[src/rtl/flag_pkg.sv]
package flag_pkg;
  localparam int IDX_W      = 4;
  localparam int FLAG_COUNT = 1 << IDX_W;
  localparam int OP_W       = 8;
  localparam int CLS_W      = OP_W - IDX_W;

  localparam logic [CLS_W-1:0] CLS_SET   = 4'b0101;
  localparam logic [CLS_W-1:0] CLS_CLEAR = 4'b0001;

  typedef struct packed {
    logic             wrEn;
    logic             wrVal;
    logic [IDX_W-1:0] idx;
  } flagStrobe_t;
endpackage

[src/rtl/flag_ctrl.sv]
module flag_ctrl
  import flag_pkg::*;
(
  input  logic            opValid,
  input  logic [OP_W-1:0] opCode,
  output flagStrobe_t     strobe
);
  logic [CLS_W-1:0] opClass;

  assign opClass = opCode[OP_W-1:IDX_W];

  always_comb begin
    strobe       = '0;
    strobe.idx   = opCode[IDX_W-1:0];
    if (opValid) begin
      if (opClass == CLS_SET) begin
        strobe.wrEn  = 1'b1;
        strobe.wrVal = 1'b1;
      end else if (opClass == CLS_CLEAR) begin
        strobe.wrEn  = 1'b1;
        strobe.wrVal = 1'b0;
      end
    end
  end
endmodule

[src/rtl/flag_dp.sv]
module flag_dp
  import flag_pkg::*;
#(
  parameter int GROUP_SIZE = 4
) (
  input  logic                  clk,
  input  logic                  rst,
  input  flagStrobe_t           strobe,
  output logic [FLAG_COUNT-1:0] flagQ,
  output logic                  zfQ
);
  localparam int GROUP_CNT = FLAG_COUNT / GROUP_SIZE;
  localparam int GRP_W     = $clog2(GROUP_SIZE);

  logic [FLAG_COUNT-1:0]  flagNext;
  logic [GROUP_CNT-1:0]   grpZero;
  logic [IDX_W-GRP_W-1:0] grpSel;

  assign grpSel = strobe.idx[IDX_W-1:GRP_W];

  always_comb begin
    flagNext = flagQ;
    if (strobe.wrEn) flagNext[strobe.idx] = strobe.wrVal;
  end

  for (genvar g = 0; g < GROUP_CNT; g++) begin : gGroup
    assign grpZero[g] = ~|flagNext[g*GROUP_SIZE +: GROUP_SIZE];
  end

  always_ff @(posedge clk) begin
    if (rst) begin
      flagQ <= '0;
      zfQ   <= 1'b0;
    end else if (strobe.wrEn) begin
      flagQ <= flagNext;
      zfQ   <= grpZero[grpSel];
    end
  end

  AST_SET_LANDS: assert property (@(posedge clk) disable iff (rst)
    strobe.wrEn && strobe.wrVal |=> flagQ[$past(strobe.idx)] == 1'b1);
  AST_CLEAR_LANDS: assert property (@(posedge clk) disable iff (rst)
    strobe.wrEn && !strobe.wrVal |=> flagQ[$past(strobe.idx)] == 1'b0);
  AST_SINGLE_BIT: assert property (@(posedge clk) disable iff (rst)
    strobe.wrEn |=> $countones(flagQ ^ $past(flagQ)) <= 1);
  AST_IDLE_HOLD: assert property (@(posedge clk) disable iff (rst)
    !strobe.wrEn |=> $stable(flagQ) && $stable(zfQ));
endmodule

[src/rtl/flag_group_unit.sv]
module flag_group_unit
  import flag_pkg::*;
#(
  parameter int GROUP_SIZE = 4
) (
  input  logic                  clk,
  input  logic                  rst,
  input  logic                  opValid,
  input  logic [OP_W-1:0]       opCode,
  output logic [FLAG_COUNT-1:0] flags,
  output logic                  zeroFlag
);
  flagStrobe_t strobe;

  flag_ctrl ctrl_i (
    .opValid (opValid),
    .opCode  (opCode),
    .strobe  (strobe)
  );

  flag_dp #(.GROUP_SIZE(GROUP_SIZE)) dp_i (
    .clk    (clk),
    .rst    (rst),
    .strobe (strobe),
    .flagQ  (flags),
    .zfQ    (zeroFlag)
  );

  AST_RESET_CLEAR: assert property (@(posedge clk)
    rst |=> flags == '0 && !zeroFlag);
  AST_FOREIGN_IGNORED: assert property (@(posedge clk) disable iff (rst)
    opValid && opCode[OP_W-1:IDX_W] != CLS_SET && opCode[OP_W-1:IDX_W] != CLS_CLEAR
      |=> $stable(flags) && $stable(zeroFlag));
endmodule

[config.mk]
export PLATFORM = sky130hd
export DESIGN_NAME = flag_group_unit
export DESIGN_NICKNAME = d
export VERILOG_FILES = /design/src/rtl/flag_pkg.sv /design/src/rtl/flag_ctrl.sv /design/src/rtl/flag_dp.sv /design/src/rtl/flag_group_unit.sv
export SDC_FILE = /design/constraint.sdc
export NUM_CORES = 1
export LEC_CHECK = 0
export BUFFER_PORTS_ARGS = -buffer_cell sky130_fd_sc_hd__buf_2
export CAP_MARGIN = 0
export CORE_ASPECT_RATIO = 0.7
export CORE_UTILIZATION = 40
export DETAILED_ROUTE_END_ITERATION = 12
export PLACE_DENSITY_LB_ADDON = 0.15
export SLEW_MARGIN = 20
export SYNTH_ARGS = -nofsm -noshare
export SYNTH_HDL_FRONTEND = slang
export SYNTH_SLANG_ARGS = --single-unit
export TNS_END_PERCENT = 1
[constraint.sdc]
create_clock -name clk -period 1.7 [get_ports clk]
set_input_delay 0.085 -clock clk [delete_from_list [all_inputs] [get_ports clk]]
set_output_delay 0.085 -clock clk [all_outputs]
set_load 0.005 [all_outputs]
==> results.md <==
* FP Rows at 14
* Tcrit/Tclk final at 0.792
* Reg area at 340 um2
* Required time of the worst setup path at 1880 ps
* Post-layout min period at 1350 ps
* CP Launch Type: input port
* Number of flops mapped to enable cells by yosys at 0
* Root Buffer: clkbuf_8
* Final Cell Area at 1270 um2
* CP Class: in -> reg
* Fillers at 210
* Fin. max-slew vios at 0
* RSZ-0062 raised after global routing: false
* Pin count of the biggest net entering global routing at 18
* FF-to-FF Start: dp_i.flagQ[1]
* Die area at 2780 um2
* Gr usage total at 0.219
* # setup viols final at 0
* P&R area growth vs syn at 23.7%
* Number of port buffers at 27
* P_leak at 0.505 nW
* Setup Fix Bufs, Post-CTS at 0
* Total power at 819 uW
* Setup TNS Final at 0 ps
* Drt drc at 0
* Hold Startpoint: opCode[6]
* Worst Hold Margin at 181 ps
* Multi-input gate area at 629 um2
* Post_cts resized at 0
* Place WS at 88.6 ps
* Cell area after synthesis at 1030 um2
* DP Area at 1230 um2
* H-tree depth at 1
* Post-CTS Hold Buffers at 0
* MaxCap Viol Count at 0
* PnR worst setup slack at 353 ps
* Die width at 62.6 um
* Crit end category: register
* Number of routed nets with antenna violations at 0
* Vias in the first global route at 946
* Routed len/inst at 14.4 um
* PwrDens at 643 nW/um2
* Area contributors post-synth: dfxtp_1 33%, a21oi_1 7.3%, mux2i_1 6.8%
* Post-synth cell types at 32
* First-pass GRT wire length at 4.59 mm
* Max IR drop VDD at 0.375 mV
* Peak Freq at 743 MHz
* Reg2Reg Setup Slack at 350 ps
* Synth cell count leaders: 17 x dfxtp_1, 17 x nor2_1, 15 x a21oi_1
* Synthesized flop and latch total at 17
* Vias/cell at 5.56
* Layout net count at 176
* Prevailing post-synth register cell: dfxtp_1
* Dominant cell type by area after synthesis: dfxtp_1
* Worst Path Max Fanout at 2
* Sink Count at 17
* Cts bufs inserted at 3
* Die H at 44.5 um
* Final Hold Fails at 0
* Post-DP HPWL at 2.02 mm
* Routability congestion estimate at 0.855
* Status: completed
* Worst Skew at 3.76 ps
* Post-Syn Nets at 143
* CTS tree: done
* Clk pin slew, worst setup/hold paths at 70 ps
* Total overflow reported by the global router at 0
* Hold Crit Class: in -> reg
* Drt total wl at 2.82 mm
* Synth warnings at 0
* Share of layout cells above drive strength 1 at 0.287
* Synth async-reset ratio at 0
* Critical path arrival at 1520 ps
* Post-Synthesis Cells at 132
* Antenna fix cells at 0
* Worst-Margin Slew at 402 ps
* Syn_area_per_cell at 7.80 um2
* DR vias at 1089
* First-pass iteration count of the detailed router at 4
* Clk_lat worst skew at 260 ps
* Initial antenna violation count at 0
* Synth top area share at 0.330
* IO Pins at 28
* Relative slew slack at 0.732
* Initial Utilization at 0.449
* DR iter-0 viols at 67
* CORE AREA at 2290 um2
* Maximum clock path buffer count at 2
* Register area share after synthesis at 0.330
* Worst setup startpoint: opCode[7]
[per-stage QoR]
step | cells | util
after detailed placement | 192 | 0.535
after floorplan | 132 | -
after global placement | 192 | 0.535
after CTS | 196 | 0.555
final | 196 | 0.555
after global routing | 196 | 0.555
[kinds of logic after synthesis]
logic type | Yosys count | synth area share
compound gates | 34 | 0.204
buf+inv | 10 | 0.0583
flops | 17 | 0.331
mux | 8 | 0.0790
simple gates | 63 | 0.328
[power breakdown]
part           switching [mW]  total [mW]  leakage [nW]  internal (mW)
clock                   0.153       0.317        0.0255          0.163
sequential            0.00114       0.401         0.137          0.400
combinational          0.0644       0.101         0.343         0.0366
total                   0.219       0.819         0.505          0.600
[final timing paths]
path,endpoint,cells past startpoint
max,dp_i.zfQ,7
min,dp_i.flagQ[15],3
max reg2reg,dp_i.zfQ,5
min reg2reg,dp_i.flagQ[0],2
[area by class of cell]
cell class | count | area share
multi-input cells | 105 | 0.494
clock inverters | 1 | 0.00393
clock buffers | 3 | 0.0324
well taps | 32 | 0.0314
flip-flops and latches | 17 | 0.267
repair buffers | 38 | 0.171
[state kept, by name, indices dropped and copies added (netlist names)]
name	count
dp_i.flagQ	16
dp_i.zfQ	1
[cells in the final DEF (no fill, tap or decap)]
| cell type | netlist | final |
|---|---|---|
| nand2_1 | 14 | 14 |
| nor3_1 | 5 | 5 |
| nand4b_1 | 1 | 1 |
| buf_4 | 1 | 11 |
| o22ai_1 | 3 | 3 |
| a311oi_1 | 1 | 1 |
| mux2i_1 | 7 | 7 |
| clkinv_2 | 0 | 1 |
| buf_2 | 3 | 27 |
| nand2_2 | 1 | 1 |
| nand2b_1 | 8 | 8 |
| o21ai_0 | 7 | 7 |
| a31oi_1 | 2 | 2 |
| nand3_1 | 5 | 5 |
| a221oi_1 | 1 | 1 |
| clkbuf_8 | 0 | 3 |
| a21oi_1 | 15 | 15 |
| nand4_1 | 4 | 4 |
| o32ai_1 | 2 | 2 |
| o32ai_2 | 1 | 1 |
| nor2_1 | 17 | 17 |
| or3_4 | 1 | 1 |
| nand4bb_1 | 1 | 1 |
| nor3_4 | 1 | 1 |
| a41oi_1 | 1 | 1 |
| mux2_1 | 1 | 1 |
| and4bb_1 | 1 | 1 |
| o41ai_1 | 1 | 1 |
| dfxtp_1 | 17 | 17 |
| nor2_4 | 1 | 1 |
| nor2b_1 | 3 | 3 |
[critical path, cell delays in order]
cell and delay (ps):
buf_2 100, nand4bb_1 210, nor3_1 220, mux2_1 360
o32ai_2 130, a41oi_1 150, a311oi_1 280
[per-layer routing]
metal  up-vias  track usage  wire (um)  part of all wire
li1        543            -          -                 -
met1       483        0.307       1330              0.47
met2        56        0.296       1110              0.39
met3         7       0.0902        335              0.12
met4         0       0.0791         38             0.013
met5         -            0          0                 0
Note: power is estimated with default switching activity, not from simulation.
